$ cat src/rtl/piso_pkg.sv
package piso_pkg;
   typedef enum logic [2:0] {
      ACT_HOLD,
      ACT_CLEAR,
      ACT_FILL,
      ACT_PASS,
      ACT_SHIFT
   } sr_act_e;
endpackage

$ cat src/rtl/piso_sync.sv
module piso_sync #(
   parameter int   STAGES  = 2,
   parameter logic RST_VAL = 1'b0
) (
   input  logic clk,
   input  logic rst,
   input  logic async_i,
   output logic level_o
);
   logic [STAGES-1:0] chain;

   generate
      if (STAGES < 2) begin : g_bad_depth
         $error("piso_sync: STAGES must be at least 2");
      end
   endgenerate

   always_ff @(posedge clk) begin
      if (rst) chain <= {STAGES{RST_VAL}};
      else     chain <= {chain[STAGES-2:0], async_i};
   end

   assign level_o = chain[STAGES-1];
endmodule

$ cat src/rtl/piso_edge.sv
module piso_edge (
   input  logic clk,
   input  logic rst,
   input  logic level_i,
   output logic rise_o
);
   logic prev;

   always_ff @(posedge clk) begin
      if (rst) prev <= 1'b0;
      else     prev <= level_i;
   end

   assign rise_o = level_i & ~prev;

   // one enable per rising edge
   assert_single_pulse_R10: assert property (@(posedge clk) disable iff (rst)
      rise_o |=> !rise_o);
endmodule

$ cat src/rtl/piso_store.sv
module piso_store #(
   parameter int WIDTH = 8
) (
   input  logic             clk,
   input  logic             rst,
   input  logic             cap_i,
   input  logic [WIDTH-1:0] din_i,
   output logic [WIDTH-1:0] q_o
);
   always_ff @(posedge clk) begin
      if (rst)        q_o <= '0;
      else if (cap_i) q_o <= din_i;
   end

   assert_capture_R1: assert property (@(posedge clk) disable iff (rst)
      cap_i |=> q_o == $past(din_i));
   assert_hold_R1: assert property (@(posedge clk) disable iff (rst)
      !cap_i |=> $stable(q_o));
endmodule

$ cat src/rtl/piso_shifter.sv
module piso_shifter
   import piso_pkg::*;
#(
   parameter int WIDTH = 8
) (
   input  logic             clk,
   input  logic             rst,
   input  logic             st_rise_i,
   input  logic             sh_rise_i,
   input  logic             fill_n_i,
   input  logic             clr_n_i,
   input  logic [WIDTH-1:0] din_i,
   input  logic [WIDTH-1:0] held_i,
   input  logic             ser_i,
   output logic             msb_o,
   output logic             illegal_o
);
   sr_act_e          act;
   logic [WIDTH-1:0] sr;

   always_comb begin
      if (!clr_n_i)       act = ACT_CLEAR;
      else if (!fill_n_i) act = st_rise_i ? ACT_PASS : ACT_FILL;
      else if (sh_rise_i) act = ACT_SHIFT;
      else                act = ACT_HOLD;
   end

   always_ff @(posedge clk) begin
      if (rst) begin
         sr <= '0;
      end else begin
         case (act)
            ACT_CLEAR: sr <= '0;
            ACT_FILL:  sr <= held_i;
            ACT_PASS:  sr <= din_i;
            ACT_SHIFT: sr <= {sr[WIDTH-2:0], ser_i};
            default:   sr <= sr;
         endcase
      end
   end

   always_ff @(posedge clk) begin
      if (rst)                        illegal_o <= 1'b0;
      else if (!clr_n_i && !fill_n_i) illegal_o <= 1'b1;
   end

   assign msb_o = sr[WIDTH-1];

   assert_clear_zero_R4: assert property (@(posedge clk) disable iff (rst)
      !clr_n_i |=> sr == '0);
   assert_fill_follow_R2: assert property (@(posedge clk) disable iff (rst)
      (clr_n_i && !fill_n_i && !st_rise_i) |=> sr == $past(held_i));
   assert_pass_through_R3: assert property (@(posedge clk) disable iff (rst)
      (clr_n_i && !fill_n_i && st_rise_i) |=> sr == $past(din_i));
   assert_shift_step_R5: assert property (@(posedge clk) disable iff (rst)
      (clr_n_i && fill_n_i && sh_rise_i) |=>
         (sr[0] == $past(ser_i)) && (sr[WIDTH-1:1] == $past(sr[WIDTH-2:0])));
   assert_idle_stable_R6: assert property (@(posedge clk) disable iff (rst)
      (clr_n_i && fill_n_i && !sh_rise_i) |=> $stable(sr));
   assert_flag_set_R7: assert property (@(posedge clk) disable iff (rst)
      (!clr_n_i && !fill_n_i) |=> illegal_o);
   assert_flag_sticky_R7: assert property (@(posedge clk) disable iff (rst)
      illegal_o |=> illegal_o);
endmodule

$ cat src/rtl/buffered_piso.sv
module buffered_piso #(
   parameter int WIDTH       = 8,
   parameter int SYNC_STAGES = 2
) (
   input  logic             clk,
   input  logic             rst,
   input  logic             store_clk_i,
   input  logic             shift_clk_i,
   input  logic             load_n_i,
   input  logic             clear_n_i,
   input  logic [WIDTH-1:0] par_i,
   input  logic             ser_i,
   output logic             ser_o,
   output logic             illegal_o
);
   logic             st_lvl, sh_lvl, fill_n, clr_n;
   logic             st_rise, sh_rise;
   logic [WIDTH-1:0] held;
   logic             msb;

   generate
      if (WIDTH < 2) begin : g_bad_width
         $error("buffered_piso: WIDTH must be at least 2");
      end
   endgenerate

   piso_sync #(.STAGES(SYNC_STAGES), .RST_VAL(1'b0)) u_sync_st (
      .clk(clk), .rst(rst), .async_i(store_clk_i), .level_o(st_lvl));
   piso_sync #(.STAGES(SYNC_STAGES), .RST_VAL(1'b0)) u_sync_sh (
      .clk(clk), .rst(rst), .async_i(shift_clk_i), .level_o(sh_lvl));
   piso_sync #(.STAGES(SYNC_STAGES), .RST_VAL(1'b1)) u_sync_ld (
      .clk(clk), .rst(rst), .async_i(load_n_i), .level_o(fill_n));
   piso_sync #(.STAGES(SYNC_STAGES), .RST_VAL(1'b1)) u_sync_cl (
      .clk(clk), .rst(rst), .async_i(clear_n_i), .level_o(clr_n));

   piso_edge u_edge_st (.clk(clk), .rst(rst), .level_i(st_lvl), .rise_o(st_rise));
   piso_edge u_edge_sh (.clk(clk), .rst(rst), .level_i(sh_lvl), .rise_o(sh_rise));

   piso_store #(.WIDTH(WIDTH)) u_store (
      .clk(clk), .rst(rst), .cap_i(st_rise), .din_i(par_i), .q_o(held));

   piso_shifter #(.WIDTH(WIDTH)) u_shifter (
      .clk(clk), .rst(rst), .st_rise_i(st_rise), .sh_rise_i(sh_rise),
      .fill_n_i(fill_n), .clr_n_i(clr_n), .din_i(par_i), .held_i(held),
      .ser_i(ser_i), .msb_o(msb), .illegal_o(illegal_o));

   always_ff @(posedge clk) begin
      if (rst) ser_o <= 1'b0;
      else     ser_o <= msb;
   end

   // output register trails the last stage by one cycle
   assert_out_delay_R9: assert property (@(posedge clk) disable iff (rst)
      1'b1 |=> ser_o == $past(msb));
endmodule

$ cat config.mk
export PLATFORM = sky130hd
export DESIGN_NAME = buffered_piso
export DESIGN_NICKNAME = d
export VERILOG_FILES = /design/src/rtl/piso_pkg.sv /design/src/rtl/piso_sync.sv /design/src/rtl/piso_edge.sv /design/src/rtl/piso_store.sv /design/src/rtl/piso_shifter.sv /design/src/rtl/buffered_piso.sv
export SDC_FILE = /design/constraint.sdc
export NUM_CORES = 1
export LEC_CHECK = 0
export ABC_AREA = 1
export BUFFER_PORTS_ARGS = -buffer_cell sky130_fd_sc_hd__buf_2
export CORE_ASPECT_RATIO = 1.4
export CORE_MARGIN = 2
export CORE_UTILIZATION = 50
export DETAILED_ROUTE_END_ITERATION = 8
export PLACE_DENSITY = 0.82
export SKIP_LAST_GASP = 1
export SLEW_MARGIN = 15
export SYNTH_ARGS = -nofsm -noshare
export SYNTH_HDL_FRONTEND = slang
export SYNTH_SLANG_ARGS = --single-unit
$ cat constraint.sdc
create_clock -name clk -period 1.1 [get_ports clk]
set_input_delay 0.22 -clock clk [delete_from_list [all_inputs] [get_ports clk]]
set_output_delay 0.22 -clock clk [all_outputs]
set_load 0.05 [all_outputs]
==> metrics.md, run 1 <==
| Metric | Value |
|---|---|
| Outcome | finished, violations left |
| Failing checks | setup timing |
| TritonCTS clock tree | yes |
| Yosys reg bits | 28 |
| Die area | between 2000 and 3000 sq um |
| Drt initial violations | 31 |
| Post-DP HPWL | approximately 1.6 mm |
| Critical-path cell list | inv_1 -> nor2_2 -> nand3_1 -> nand3_1 -> nor2_1 -> nor2_1 |
| Clk root buf | clkbuf_4 |
| Tot Pwr | about 1.7 mW |
| Clock transition at path regs | approximately 140 ps |
| Min Hold Slack | 79.79 ps |
| Avg WL per Cell | roughly 12 um |
| Largest cells by area after synthesis | dfxtp_1 46%, inv_1 9.3%, nand2_1 8.4%, nand3_1 8.2%, nor2_1 6.5% |
| Unrepaired setup endpoints after global routing | true |
| Cell Rows | 21 |
| Post-Synthesis Cells | roughly 160 |
| Post-Place Worst Slack | -6.984 ps |
| Final #Nets | between 150 and 200 |
| Rel. slew slack | around 77% |
| Reg power frac | between 60% and 70% |
| Worst skew pair latency | 320 ps |
| Slowest CP cell | dfxtp_2 |
| Final Routed Wirelength | 2.388 mm |
| Yosys top cell by area | dfxtp_1 |
| Filler cell count | around 210 |
| Area delta synth->final | 16.91% |
| Switching share of power | between 20% and 30% |
| Clk pwr share | between 20% and 30% |
| Via/cell ratio | between 5 and 6 |
| Total Routing Usage GR | a little under a fifth |
| CP Launch Type | register |
| Floorplan core area | approximately 2300 sq um |
| Mapped Area | between 1000 and 1500 sq um |
| Power Density | about 1200 nW/um^2 |
| Router iterations before antenna repair | 4 |
| Fin crit share | 100.2% |
| DR DRC count | 0 |
| Total global routing overflow | 0 |
| I/O pin cnt | 17 |
| Yosys cell types | 18 |
| Initial Utilization | about 52% |
| Final hold violations | 0 |
| CP Capture Type | register |
| Largest net degree at the start of global routing | 15 |
| Worst Path Max Fanout | 5 |
| Crit path kind | reg2reg |
| Average size of a mapped cell | 7.730 sq um |
| Via Count | 1,040 |
| Syn Nets | between 150 and 200 |
| Vias in the first global route | approximately 970 |
| Worst vdd rail ir drop | about 0.66 mV |
| Comb pwr share | a little under an eighth |
| Clock skew | 9.161 ps |
| Max-slew violations | 0 |
| CP max stage delay | approximately 370 ps |
| Setup violators final | 1 |
| Antenna Cells | 0 |
| Dpl cells | 196 |
| Highest clock rate | 0.9076 GHz |
| Max H-tree Level | 1 |
| Critical Path RT | between 1000 and 1500 ps |
| CP arrival | about 1400 ps |
| P_leak | 0.7233 nW |
| HP Class | in2reg |
| Int Pwr | about 1.3 mW |
| Seq/Total Area, Yosys | ~46% |
| Worst-Margin Slew | between 300 and 400 ps |
| Final critical-path required period | 1102 ps |
| Max clock buf depth | 2 |
| PortBufs | 16 |
| First-pass GRT wire length | 3.822 mm |
| Area share of the largest cell type after synthesis | around 46% |
| Clk sink count | 28 |
| Die extent in x | ~46 um |
| Initial antenna violation count | 0 |
| Num CTS Buffers | 3 |
| Final core utilization | a little over 60% |
| Die Y | approximately 62 um |
| Final ANT Viol Nets | 0 |
| Share of post-route cells with drive strength above 1 | 30.73% |
| Warnings, synthesis | 0 |
| PnR worst setup slack | -1.796 ps |
| Maxcap violations | 0 |
| Total net switching power | about 0.40 mW |
| Final Wtd Congestion | just under 0.8 |
| Final cell count without fillers | between 200 and 250 |
## metrics by stage
stage	setup TNS (ps)	cell area [sq um]
3_3_place_gp	0	1316
4_1_cts	0	1349
5_1_grt	-168.7	1419
2_1_floorplan	0	1214
3_5_place_dp	-6.984	1316
6_report	-1.796	1419
## synth_stat cells
library cell and n:
nand3_1 20, and3_1 5, dfxtp_1 28, a21oi_2 1, nand2_4 2, inv_2 1
buf_2 2, nand4_1 6, nor2_8 2, buf_6 3, nand2_2 1, inv_1 30
nand2_8 1, nor2_4 1, or2_2 4, o21ai_0 2, nor2_1 21, nand2_1 27
## final cells by class
cell class	instances	area, sq um	share of cell area [%]
flip-flops and latches	28	571.8	40.30
repair buffers	23	148.9	10.49
clock buffers	3	22.52	1.587
inverters	31	121.4	8.554
multi-input cells	94	525.5	37.04
well taps	23	28.78	2.028
## worst max-delay path, delay by kind of cell (launching register included)
family / cells / cell delay [ps]
buffers and inverters: 1 / 90
and+or+nand+nor: 5 / 600
DFF: 1 / 370
## registers in the layout, indices dropped and copies added (netlist names)
| register | flops |
|---|---|
| ser_o | 1 |
| u_edge_sh.prev | 1 |
| u_edge_st.prev | 1 |
| u_shifter.illegal_o | 1 |
| u_shifter.sr | 8 |
| u_store.q_o | 8 |
| u_sync_cl.chain | 2 |
| u_sync_ld.chain | 2 |
| u_sync_sh.chain | 2 |
| u_sync_st.chain | 2 |
## kinds of logic after synthesis
logic type / after synthesis / share of synthesized area (%)
buf+inv: 36 / 13.20
simple gates: 90 / 39.07
compound gates: 3 / 1.547
flops: 28 / 46.19
## power by group through the flow
stage	registers, mW	clock network (mW)	logic, mW
after floorplan	1.09	0	0.125
after global placement	1.09	0	0.169
after detailed placement	1.09	0	0.175
after CTS	1.07	0.418	0.176
after global routing	1.08	0.456	0.219
final	1.07	0.398	0.194
## worst paths after layout
check / startpoint / end / slack (ps) / cells after the start
hold / removal: load_n_i / u_sync_ld.chain[0] / 80 / 2
hold reg to reg: u_sync_st.chain[0] / u_sync_st.chain[1] / 410 / 2
setup / recovery: u_sync_cl.chain[1] / u_shifter.sr[2] / -2 / 6
setup reg to reg: u_sync_cl.chain[1] / u_shifter.sr[2] / -2 / 6
## timing repair
action / in CTS / in global routing
endpoints found under the setup margin: 5 / 8
resized for setup: 7 / 19
setup buffers: 0 / 2
hold buffers: 0 / 0
cloned: 0 / 1
pin swaps: 0 / 6
## layout by cell type (no fill, tap or decap), types with 2 or more instances in the layout
cell type  instances
nand3_2            2
or2_2              4
inv_2              2
buf_2             14
clkbuf_4           3
inv_1             27
nand3_1           18
buf_4              6
nor2_8             2
nand4_1            6
nor2_1            21
nand2_8            2
and3_1             5
inv_4              2
nand2_2            4
dfxtp_2            6
nand2_1           24
o21ai_0            2
buf_6              3
dfxtp_1           21
## per-layer routing
| metal | global-route usage [%] | share of wire (%) |
|---|---|---|
| met5 | 0 | 0 |
| met4 | 13.24 | 4.8 |
| met3 | 2.326 | 4.4 |
| met2 | 29.75 | 51 |
| met1 | 19.67 | 40 |
(Power assumes the default switching activity.)
==> inputs of run 2 (changes only) <==
--- a/config.mk
+++ b/config.mk
@@ -5,13 +5,12 @@
 export SDC_FILE = /design/constraint.sdc
 export NUM_CORES = 1
 export LEC_CHECK = 0
-export ABC_AREA = 1
 export BUFFER_PORTS_ARGS = -buffer_cell sky130_fd_sc_hd__buf_2
 export CORE_ASPECT_RATIO = 1.4
 export CORE_MARGIN = 2
 export CORE_UTILIZATION = 50
 export DETAILED_ROUTE_END_ITERATION = 8
-export PLACE_DENSITY = 0.82
+export PLACE_DENSITY = 0.84
 export SKIP_LAST_GASP = 1
 export SLEW_MARGIN = 15
 export SYNTH_ARGS = -nofsm -noshare
==> metrics.md, run 2 <==
| Metric | Value |
|---|---|
| TritonCTS clock tree | yes (unchanged) |
| Clock skew | 3.020 ps (was 9.161 ps) |
| Most frequent cells in the layout | 26 x dfxtp_1, 14 x buf_2, 11 x nor2_1 (was 27 x inv_1, 24 x nand2_1, 21 x nor2_1, 21 x dfxtp_1, 18 x nand3_1) |
| Die extent in x | 40.49 um (was 45.64 um) |
| Avg WL per Cell | 13.41 um (was 11.82 um) |
| DR DRC count | 0 (unchanged) |
| Area delta synth->final | 34.76% (was 16.91%) |
| Final ANT Viol Nets | 0 (unchanged) |
| Slowest CP cell | dfxtp_2 (unchanged) |
| Via Count | 629 (was 1,040) |
| Failing checks | setup timing (unchanged) |
| Antenna Cells | 0 (unchanged) |
| Number of synthesized flops with an enable pin | 0 (unchanged) |
| Seq/Total Area, Yosys | 60.13% (was 46.19%) |
| Rel. slew slack | 78.46% (was 76.63%) |
| Fin crit share | 100.5% (was 100.2%) |
| Async S/R FF share, synth | 0% (unchanged) |
| Total global routing overflow | 0 (unchanged) |
| Post-DP HPWL | 1.181 mm (was 1.643 mm) |
| Syn Nets | 98 (was 172) |
| Area share of the largest cell type after synthesis | 60.13% (was 46.19%) |
| Final Wtd Congestion | 0.7083 (was 0.7739) |
| WP buf/inv | 1 (unchanged) |
| Crit path kind | reg2reg (unchanged) |
| Max-slew violations | 0 (unchanged) |
| Floorplan core area | 1757 sq um (was 2338 sq um) |
| Initial Utilization | 53.06% (was 51.90%) |
| Worst R2R End | u_shifter.sr[1] (was u_shifter.sr[2]) |
| First-pass GRT wire length | 2.497 mm (was 3.822 mm) |
| Num CTS Buffers | 3 (unchanged) |
| P_leak | 0.5185 nW (was 0.7233 nW) |
| Biggest regs | u_shifter.sr x8, u_store.q_o x8 (unchanged) |
| Maxcap violations | 0 (unchanged) |
| PortBufs | 16 (unchanged) |
| Initial antenna violation count | 0 (unchanged) |
| Mapped Area | 932.1 sq um (was 1214 sq um) |
| Synth cell count leaders | 28 x dfxtp_1, 16 x mux2i_1, 11 x nor2_1, 8 x o22ai_1, 7 x nor2b_1 (was 30 x inv_1, 28 x dfxtp_1, 27 x nand2_1, 21 x nor2_1, 20 x nand3_1) |
| Top-count cell post-synth | dfxtp_1 (was inv_1) |
| Max clock buf depth | 2 (unchanged) |
| Cell depth of the worst hold path | 2 (unchanged) |
| Highest clock rate | 0.9042 GHz (was 0.9076 GHz) |
| Largest cells by area after synthesis | dfxtp_1 60%, mux2i_1 17%, o22ai_1 5.4%, nor2b_1 4.7%, nor2_1 4.4% (was dfxtp_1 46%, inv_1 9.3%, nand2_1 8.4%, nand3_1 8.2%, nor2_1 6.5%) |
| Average size of a mapped cell | 11.23 sq um (was 7.730 sq um) |
| Power Density | 1373 nW/um^2 (was 1173 nW/um^2) |
| Final hold violations | 0 (unchanged) |
| Final critical-path required period | 1106 ps (was 1102 ps) |
| Die Y | 55.09 um (was 62.30 um) |
| Tot Pwr | 1.725 mW (was 1.665 mW) |
| I/O pin cnt | 17 (unchanged) |
| Post-route design area | 1256 sq um (was 1419 sq um) |
| Vias in the first global route | 618 (was 974) |
| Critical-path cell list | nand2b_4 -> buf_12 -> mux2i_4 -> o22ai_1 (was inv_1 -> nor2_2 -> nand3_1 -> nand3_1 -> nor2_1 -> nor2_1) |
| Post-Place Worst Slack | -24.71 ps (was -6.984 ps) |
| Worst-Margin Slew | 322.1 ps (was 350.2 ps) |
| Critical Path RT | 1310 ps (was 1360 ps) |
| Worst Path Max Fanout | 8 (was 5) |
| Yosys reg bits | 28 (unchanged) |
| Clk root buf | clkbuf_4 (unchanged) |
| Final Routed Wirelength | 1.650 mm (was 2.388 mm) |
| Worst vdd rail ir drop | 1.171 mV (was 0.6612 mV) |
| Total Routing Usage GR | 17.05% (was 18.05%) |
| Router iterations before antenna repair | 2 (was 4) |
| Min-delay src | clear_n_i (was load_n_i) |
| Warnings, synthesis | 0 (unchanged) |
| Final #Nets | 119 (was 196) |
| Drt initial violations | 4 (was 31) |
| Cell Rows | 18 (was 21) |
| CP Capture Type | register (unchanged) |
| CP arrival | 1320 ps (was 1360 ps) |
| Reg2reg setup slack | -6 ps (was -2 ps) |
| R2r worst-path depth | 4 (was 6) |
| Setup bufs post-CTS | 0 (unchanged) |
| Die area | 2230 sq um (was 2843 sq um) |
| CP max stage delay | 350 ps (was 370 ps) |
| Post-DP Area | 1077 sq um (was 1316 sq um) |
| Most common cell after layout, fill and taps aside | dfxtp_1 (was inv_1) |
| Outcome | finished, violations left (unchanged) |
| Final core utilization | 71.51% (was 60.67%) |
| Largest net degree at the start of global routing | 16 (was 15) |
| Yosys top cell by area | dfxtp_1 (unchanged) |
| Via/cell ratio | 5.114 (was 5.149) |
| Min-Delay Endpoint | u_sync_cl.chain[0] (was u_sync_ld.chain[0]) |
| Top delay family on crit path | flip-flops (was simple AND/OR/NAND/NOR gates) |
| Setup violators final | 2 (was 1) |
| Worst skew pair latency | 330 ps (was 320 ps) |
| Share of post-route cells with drive strength above 1 | 38.83% (was 30.73%) |
| Clock transition at path regs | 140 ps (about the same) |
| Clk sink count | 28 (unchanged) |
| RR Startpoint | u_edge_st.prev (was u_sync_cl.chain[1]) |
| PnR worst setup slack | -5.955 ps (was -1.796 ps) |
| Hold buffer count at CTS | 0 (unchanged) |
| CP Launch Type | register (unchanged) |
| Post-Synthesis Cells | 83 (was 157) |
| Main synth FF type | dfxtp_1 (unchanged) |
| HP Class | in2reg (unchanged) |
| Unrepaired setup endpoints after global routing | true (unchanged) |
| Yosys cell types | 12 (was 18) |
| Max H-tree Level | 1 (unchanged) |
run 2: cell count changes after synthesis, sizes merged, moves of 2 or more:
cell / previous run / this run
o21ai: 2 / 0
nand2b: 0 / 2
nor2b: 0 / 7
clkbuf: 0 / 3
o22ai: 0 / 8
buf: 5 / 2
mux2i: 0 / 16
nand4: 6 / 0
inv: 31 / 0
nor2: 24 / 11
nand2: 31 / 0
nand3: 20 / 0
and3: 5 / 0
run 2: worst max-delay path by stage:
stage                     slack [ps]            from         endpoint  depth (start not counted)
after floorplan                   70  u_edge_st.prev  u_shifter.sr[0]                          4
after global placement            40             rst  u_shifter.sr[3]                          3
after detailed placement         -20             rst  u_shifter.sr[1]                          3
after CTS                        -20  u_edge_st.prev  u_shifter.sr[7]                          4
after global routing             -40  u_edge_st.prev  u_shifter.sr[7]                          4
final                             -6  u_edge_st.prev  u_shifter.sr[1]                          4
run 2: per-stage QoR:
step | instances | hold WS [ps] | TNS, ps
finish | 123 | 55.01 | -7.928
global route | 123 | 44.89 | -264.7
CTS | 123 | 50.83 | -63.79
detailed placement | 119 | 395.5 | -30.92
global placement | 119 | 386.6 | 0
floorplan | 83 | 317.1 | 0
run 2: final cells by class:
class                      count  area [sq um]
sequential                    28         563.0
timing repair buffer          21         155.1
multi-input combinational     50         476.7
tap                           20         25.02
clock buffer                   4         36.28
fill                         131         500.5
run 2: cells by family after synthesis:
group	after synthesis	share of synthesized area (%)
mux	16	17.18
flops	28	60.13
simple gates	26	14.90
buf+inv	5	2.416
compound gates	8	5.369
run 2: what timing repair did:
item / in CTS / in global routing
endpoints found under the setup margin: 9 / 15
pin swaps: 0 / 1
gates resized for setup: 3 / 24
run 2: per-layer routing:
metal	track usage, %	vias to the layer above	wire length [um]
met5	0	-	0
met4	12.22	0	42
met3	3.200	6	65
met2	29.63	16	838
met1	17.35	288	704
li1	-	319	-
run 2: worst reg2reg max path: stages (launching register included):
cell      delay, ps
dfxtp_2         350
nand2b_4        120
buf_12          160
mux2i_4         260
o22ai_1         110
run 2: power breakdown:
part           total, mW  switching (mW)  internal (mW)  leakage, nW
Combinational      0.171          0.0741         0.0970        0.268
Sequential          1.06          0.0175           1.05        0.229
Clock              0.491           0.288          0.203       0.0210
